File: src/rtl/addr_shift_alu.sv
module addr_shift_alu #(
  parameter int XLEN = 64
) (
  input  logic                    clk,
  input  logic                    rst_n,
  input  logic                    req_valid,
  input  logic [2:0]              op,
  input  logic [XLEN-1:0]         src_a,
  input  logic [XLEN-1:0]         src_b,
  input  logic [$clog2(XLEN)-1:0] shamt,
  input  logic                    bitmanip_en,
  output logic                    res_valid,
  output logic                    res_illegal,
  output logic [XLEN-1:0]         result
);
  localparam int WORD = XLEN / 2;
  localparam int SHW  = $clog2(XLEN);

  localparam logic [2:0] OP_SH1  = 3'd0;
  localparam logic [2:0] OP_SH2  = 3'd1;
  localparam logic [2:0] OP_SH3  = 3'd2;
  localparam logic [2:0] OP_ADDW = 3'd3;
  localparam logic [2:0] OP_SLLW = 3'd4;
  localparam logic [2:0] OP_SH1W = 3'd5;
  localparam logic [2:0] OP_SH2W = 3'd6;
  localparam logic [2:0] OP_SH3W = 3'd7;

  logic            word_op;
  logic [XLEN-1:0] idx;
  logic [XLEN-1:0] scaled;
  logic [XLEN-1:0] base;
  logic [XLEN-1:0] sum;
  logic            go;

  assign word_op = op[2] | (op == OP_ADDW);
  assign idx     = word_op ? {{WORD{1'b0}}, src_a[WORD-1:0]} : src_a;
  assign base    = (op == OP_SLLW) ? '0 : src_b;
  assign sum     = scaled + base;
  assign go      = req_valid && bitmanip_en;

  always_comb begin
    unique case (op)
      OP_SH1, OP_SH1W: scaled = idx << 1;
      OP_SH2, OP_SH2W: scaled = idx << 2;
      OP_SH3, OP_SH3W: scaled = idx << 3;
      OP_SLLW:         scaled = idx << shamt;
      default:         scaled = idx;
    endcase
  end

  always_ff @(posedge clk) begin
    if (!rst_n) begin
      res_valid   <= 1'b0;
      res_illegal <= 1'b0;
      result      <= '0;
    end else begin
      res_valid   <= go;
      res_illegal <= req_valid && !bitmanip_en;
      result      <= go ? sum : '0;
    end
  end

  p_exclusive_r8: assert property (@(posedge clk) disable iff (!rst_n)
    !(res_valid && res_illegal));

  p_idle_quiet_r8: assert property (@(posedge clk) disable iff (!rst_n)
    !req_valid |=> (!res_valid && !res_illegal && result == '0));

  p_enabled_valid_r7: assert property (@(posedge clk) disable iff (!rst_n)
    (req_valid && bitmanip_en) |=> (res_valid && !res_illegal));

  p_disabled_trap_r6: assert property (@(posedge clk) disable iff (!rst_n)
    (req_valid && !bitmanip_en) |=> (res_illegal && !res_valid && result == '0));

  p_word_shift_low_zero_r3: assert property (@(posedge clk) disable iff (!rst_n)
    (req_valid && bitmanip_en && op == OP_SLLW) |=>
      ((result & ((XLEN'(1) << $past(shamt)) - XLEN'(1))) == '0));

  p_word_shift_upper_clear_r3: assert property (@(posedge clk) disable iff (!rst_n)
    (req_valid && bitmanip_en && op == OP_SLLW && shamt == SHW'(0)) |=>
      (result[XLEN-1:WORD] == '0));
endmodule

File: config.mk
export PLATFORM = sky130hd
export DESIGN_NAME = addr_shift_alu
export DESIGN_NICKNAME = d
export VERILOG_FILES = /design/src/rtl/addr_shift_alu.sv
export SDC_FILE = /design/constraint.sdc
export NUM_CORES = 1
export LEC_CHECK = 0
export ABC_AREA = 1
export ABC_CLOCK_PERIOD_IN_PS = 5950
export BUFFER_PORTS_ARGS = -buffer_cell sky130_fd_sc_hd__buf_4
export CAP_MARGIN = 10
export CELL_PAD_IN_SITES_DETAIL_PLACEMENT = 1
export CELL_PAD_IN_SITES_GLOBAL_PLACEMENT = 1
export CORE_MARGIN = 8
export CORE_UTILIZATION = 35
export CTS_CLUSTER_SIZE = 25
export DETAILED_ROUTE_END_ITERATION = 8
export GPL_ROUTABILITY_DRIVEN = 1
export PLACE_DENSITY_LB_ADDON = 0.1
export RECOVER_POWER = 50
export SYNTH_ARGS = -nofsm -noshare
export SYNTH_HDL_FRONTEND = slang
export SYNTH_SLANG_ARGS = --single-unit
File: constraint.sdc
create_clock -name clk -period 5.95 [get_ports clk]
set_clock_uncertainty 0.05 [all_clocks]
set_input_delay 0.595 -clock clk [delete_from_list [all_inputs] [get_ports clk]]
set_output_delay 0.595 -clock clk [all_outputs]
set_load 0.02 [all_outputs]
# Word level (Yosys, flattened, before mapping)
# Cells that the tools add are included.
dict set report classes {
  reduce_logical 8
  n_bitwise 1
  shift 1
  muxes 3
  n_addsub 1
  n_eq_ne 7
}
# operator count
set ops {}
lappend ops {{$pmux 64 s4} 1}
lappend ops {{$mux 64} 2}
lappend ops {{$add 64x64->64} 1}
lappend ops {{$shl 64x6->64} 1}
lappend ops {{$eq 3x3->1 const B} 4}
lappend ops {{$eq 3x2->1 const B} 2}
lappend ops {{$reduce_or 2->1} 3}
lappend ops {{$eq 3x1->1 const B} 1}
lappend ops {{$logic_not 3->1} 1}
lappend ops {{$logic_and 1x1->1} 2}
lappend ops {{$reduce_and 2->1} 1}
lappend ops {{$logic_not 1->1} 1}
lappend ops {{$or 1x1->1} 1}
dict set report word_totals {
  regBits 66
  out_inout_bits 66
  word_cells 24
}

# Depth between registers and ports, before layout
dict set report logic_depth {
  word_depth 6
  depth_mapped 30
  ltp_nobuf 28
}

# Worst setup path after synthesis
# OpenSTA, ideal clock, no wires.
dict set report synth_path {
  path_kind {input to register}
  from {input port op[0]}
  to {register result[38]}
  slack_ns 2.416
  setup_time_ns 0.122
  arrival_time_ns 3.362
  n_path_buf 3
  cell_stages 23
  path_cell_list {nand2_2 -> buf_4 -> nor2_1 -> inv_1 -> clkbuf_1 -> clkbuf_1 -> o22ai_1 -> ha_1 -> fa_1 -> nand2_1 -> nand2_1 -> o21ai_1 -> o21bai_1 -> nand2_1 -> nand3_2 -> nand2_1 -> nand2_2 -> nand2_1 -> nand2_1 -> nand2_1 -> nand2_1 -> o21ai_0 -> a21oi_1}
}
dict set report synth_via {
  elab_chain_cells 6
  word_cells_on_any_way 17
  cone_classes {add/sub (1); eq/ne (7); shift (1); mux (3); bitwise (1); reduce/logical (4)}
}
# element line
set synth_lines {}
lappend synth_lines {{start, declared} 7} ;# input logic [2:0] op,
lappend synth_lines {{$eq 3x2->1} 35} ;# assign word_op = op[2] | (op == OP_ADDW);
lappend synth_lines {{$or 1x1->1} 35}
lappend synth_lines {{$mux 64} 36} ;# assign idx = word_op ? {{WORD{1'b0}}, src_a[WORD-1:0]} : src_a;
lappend synth_lines {{$shl 64x6->64} 46} ;# OP_SLLW: scaled = idx << shamt;
lappend synth_lines {{$pmux 64 s4} 42} ;# unique case (op)
lappend synth_lines {{$add 64x64->64 (*)} 38} ;# assign sum = scaled + base;
lappend synth_lines {{end signal, assigned} 59} ;# result <= go ? sum : '0;
lappend synth_lines {{end, declared} 14} ;# output logic [XLEN-1:0] result
# Every way passes the cells marked *; elsewhere a longest branch is shown, timed or not.
# A chain may end at the register's enable or synchronous reset.

# Final worst setup path
dict set report layout_path {
  from {input port shamt[3]}
  to {register result[49]}
}
dict set report layout_via {
  elab_chain_cells 3
}
# element line
set layout_lines {}
lappend layout_lines {{start, declared} 10} ;# input logic [$clog2(XLEN)-1:0] shamt,
lappend layout_lines {{$shl 64x6->64} 46}
lappend layout_lines {{$pmux 64 s4} 42}
lappend layout_lines {{$add 64x64->64} 38}
# No other way between the ends.

==> run_results.csv <==
group,metric,value,unit
floorplan,num_rows,68,
drt,wl_per_cell,22.6,um
clock_network,cts-resized-gates,0,
cells_and_area,drive_gt1_share,9.34,%
cells_and_area,final_common_cell,"nand2_1",
cells_and_area,antenna_cells,0,
placement,hpwl,53.6,mm
logic_synthesis,avgSynthCellArea,5.34,um2
clock_network,clk_pin_slew,0.06,ns
worst_setup_path,slowest_delay,0.53,ns
global_route,grt-ovfl-total,0,
drt,ant_nets,0,
logic_synthesis,synth_top_cell_by_area,"nand2_1",
clock_network,hold_buffers,0,
global_route,grt_pass1_vias,16600,
global_route,grt_max_degree,81,
global_route,antenna_found_initial,0,
logic_synthesis,syn_area,12200,um2
logic_synthesis,syn_inst,2287,
worst_setup_path,critPathLaunchType,"input port",
power_and_ir_drop,ir_worst_vdd,0.137,mV
global_route,grt_util_all_layers,30.4,%
drt,vias_per_cell,5.80,
logic_synthesis,synth_ff_type,"dfxtp_1",
worst_setup_path,worstPathMaxFanout,62,
clock_network,cts.sinks,66,
timing,worst_pin_slew,1.19,ns
worst_setup_path,end_kind,"flop",
cells_and_area,area_delta_synth_final,14.8,%
cells_and_area,nFillCells,4998,
logic_synthesis,ys_ff_latch,66,
drt,routed_wl,64.9,mm
placement,place_congestion,0.956,
power_and_ir_drop,power_density,179,nW/um2
timing,finalSetupViolations,0,
clock_network,cts_buffer_depth,2,
clock_network,cts_tree,"built",
logic_synthesis,ys_seq_area_share,10.8,%
timing,rsz0062_at_grt,"no",
logic_synthesis,synth.area.top_cells,"nand2_1, dfxtp_1, nand3_1",
floorplan,fp.dieArea,41200,um2
timing,period_share,84.5,%
timing,fin_setup_tns,0,ns
logic_synthesis,synth_fp_nets,2492,
floorplan,initial_core_util,35.5,%
worst_setup_path,critical_path.most_common_cell,"nand2_1",
cells_and_area,most-common-layout-cells,"nand2_1, nor2_1, inv_1, nand3_1, a21oi_1",
floorplan,die_x,203,um
drt,firstDrtPassIters,5,
timing,fmax,199,MHz
drt,drc_errors,0,
logic_synthesis,ys_types,52,
logic_synthesis,synth_warnings,0,
cells_and_area,seq_area,1320,um2
worst_setup_path,critPathKind,"in -> reg",
global_route,grt_pass1_wl,99.1,mm
floorplan,coreArea,34500,um2
worst_setup_path,crit_family,"buffers and inverters",
logic_synthesis,synth_enable_flop_cells,0,
worst_setup_path,required,6.14,ns
run_status,outcome,"complete, no violations",
timing,slew-limit-headroom,20.3,%
logic_synthesis,ys_async_sr_fraction,0,%
cells_and_area,multi_input_comb_area,9200,um2
worst_setup_path,worstPathCellList,"buf_4 > clkinv_1 > buf_4 > nand3_1 > nor2_1 > nand2_1 > o21ai_0 > a221oi_1 > a21oi_1 > ha_1 > nand2_1 > inv_1 > a21oi_1 > o21ai_2 > nand2_1 > nand2_1 > inv_1 > o21ai_1 > nand2_1 > nand3_1 > nand2_1 > nand2_1 > nor2_1",
timing,hold_violations,0,
placement,port_buffers,206,
drt,vias,16700,
cells_and_area,fin_nets,2620,
floorplan,ioPinCount,207,
clock_network,cts_made_buffers,9,
timing,layout_setup_ws,0.920,ns
clock_network,cts_setup_buffers,0,
floorplan,die_height,203,um
cells_and_area,final_util,40.7,%
worst_setup_path,path_buf_inv,5,
run,maxCapViolCount,0,
timing,layout_min_cycle_time,5.03,ns
worst_hold_path,hold_class,"in -> reg",
worst_setup_path,cpMaxStageDelayCell,"clkinv_1",
clock_network,cts_root_buf,"clkbuf_16",
drt,drt_iter0_markers,1365,
logic_synthesis,synth_top_area_share,15.8,%
clock_network,htreeDepth,3,
placement,preCtsSetupSlack,0.805,ns
worst_setup_path,arrival,5.22,ns
power_and_ir_drop,leakage,6.74,nW
timing,maxSlewViolCount,0,
-- synthesized netlist by cell type, types with 17 or more instances --
master and n:
buf_2 38, nand4_1 32, o22ai_1 33, dfxtp_1 66
clkbuf_1 42, o21ai_1 80, o211ai_1 29, a31oi_1 32
inv_1 280, a221oi_1 20, buf_1 17, a21oi_1 179
ha_1 63, nor2_1 298, o21ai_0 139, nand2_1 514
nand3_1 241
-- registers in the layout, summed over array words and instances, names as in the netlist --
signal       cells
res_illegal      1
res_valid        1
result          64
-- cells by family (layout without fill, tap and decap cells) --
logic type               after synthesis  after routing  synth area share [%]
buffers and inverters                410            543                  14.0
AND/OR/NAND/NOR                     1143           1143                  39.6
adder cells (fa/ha/maj)               64             64                  6.61
multiplexers                           4              4                 0.328
AO/OA/AOI/OAI                        600            600                  28.6
flip-flops                            66             66                  10.8
-- layer usage --
layer,vias up,part of all wire [%],GRT usage [%]
met4,0,3.3,9.61
met2,650,44,48.3
met5,-,0,0
met1,7968,47,42.0
li1,7973,-,-
met3,97,6.2,4.05
-- stage by stage --
| stage | hold WS [ns] | power (mW) | instance area [um2] | cells |
|---|---|---|---|---|
| floorplan | 0.617 | 1.39 | 12200 | 2287 |
| global placement | 0.710 | 1.91 | 14000 | 2858 |
| detailed placement | 0.718 | 1.93 | 14000 | 2858 |
| CTS | 0.360 | 2.51 | 14300 | 2874 |
| global route | 0.364 | 2.66 | 14000 | 2875 |
| finish | 0.363 | 2.51 | 14000 | 2875 |
-- cell type report --
class,instances,share of cell area (%)
timing repair buffer,234,10.9
inverter,293,7.87
sequential,66,9.42
clock inverter,4,0.357
tap,455,4.06
clock buffer,12,1.83
multi-input combinational,1811,65.5
-- worst paths after layout --
check                    from                endpoint  slack [ns]  cells past startpoint
setup / recovery     shamt[3]   result[49]$_SDFF_PN0_        0.92                     23
hold / removal    bitmanip_en  res_illegal$_SDFF_PN0_        0.36                      2
-- where the power goes --
part,switching [mW],total [mW],internal [mW]
clock,0.225,0.572,0.347
sequential,0.00754,0.474,0.467
combinational,1.02,1.46,0.437
total,1.25,2.51,1.25
Note: power is estimated with default switching activity, not from simulation.
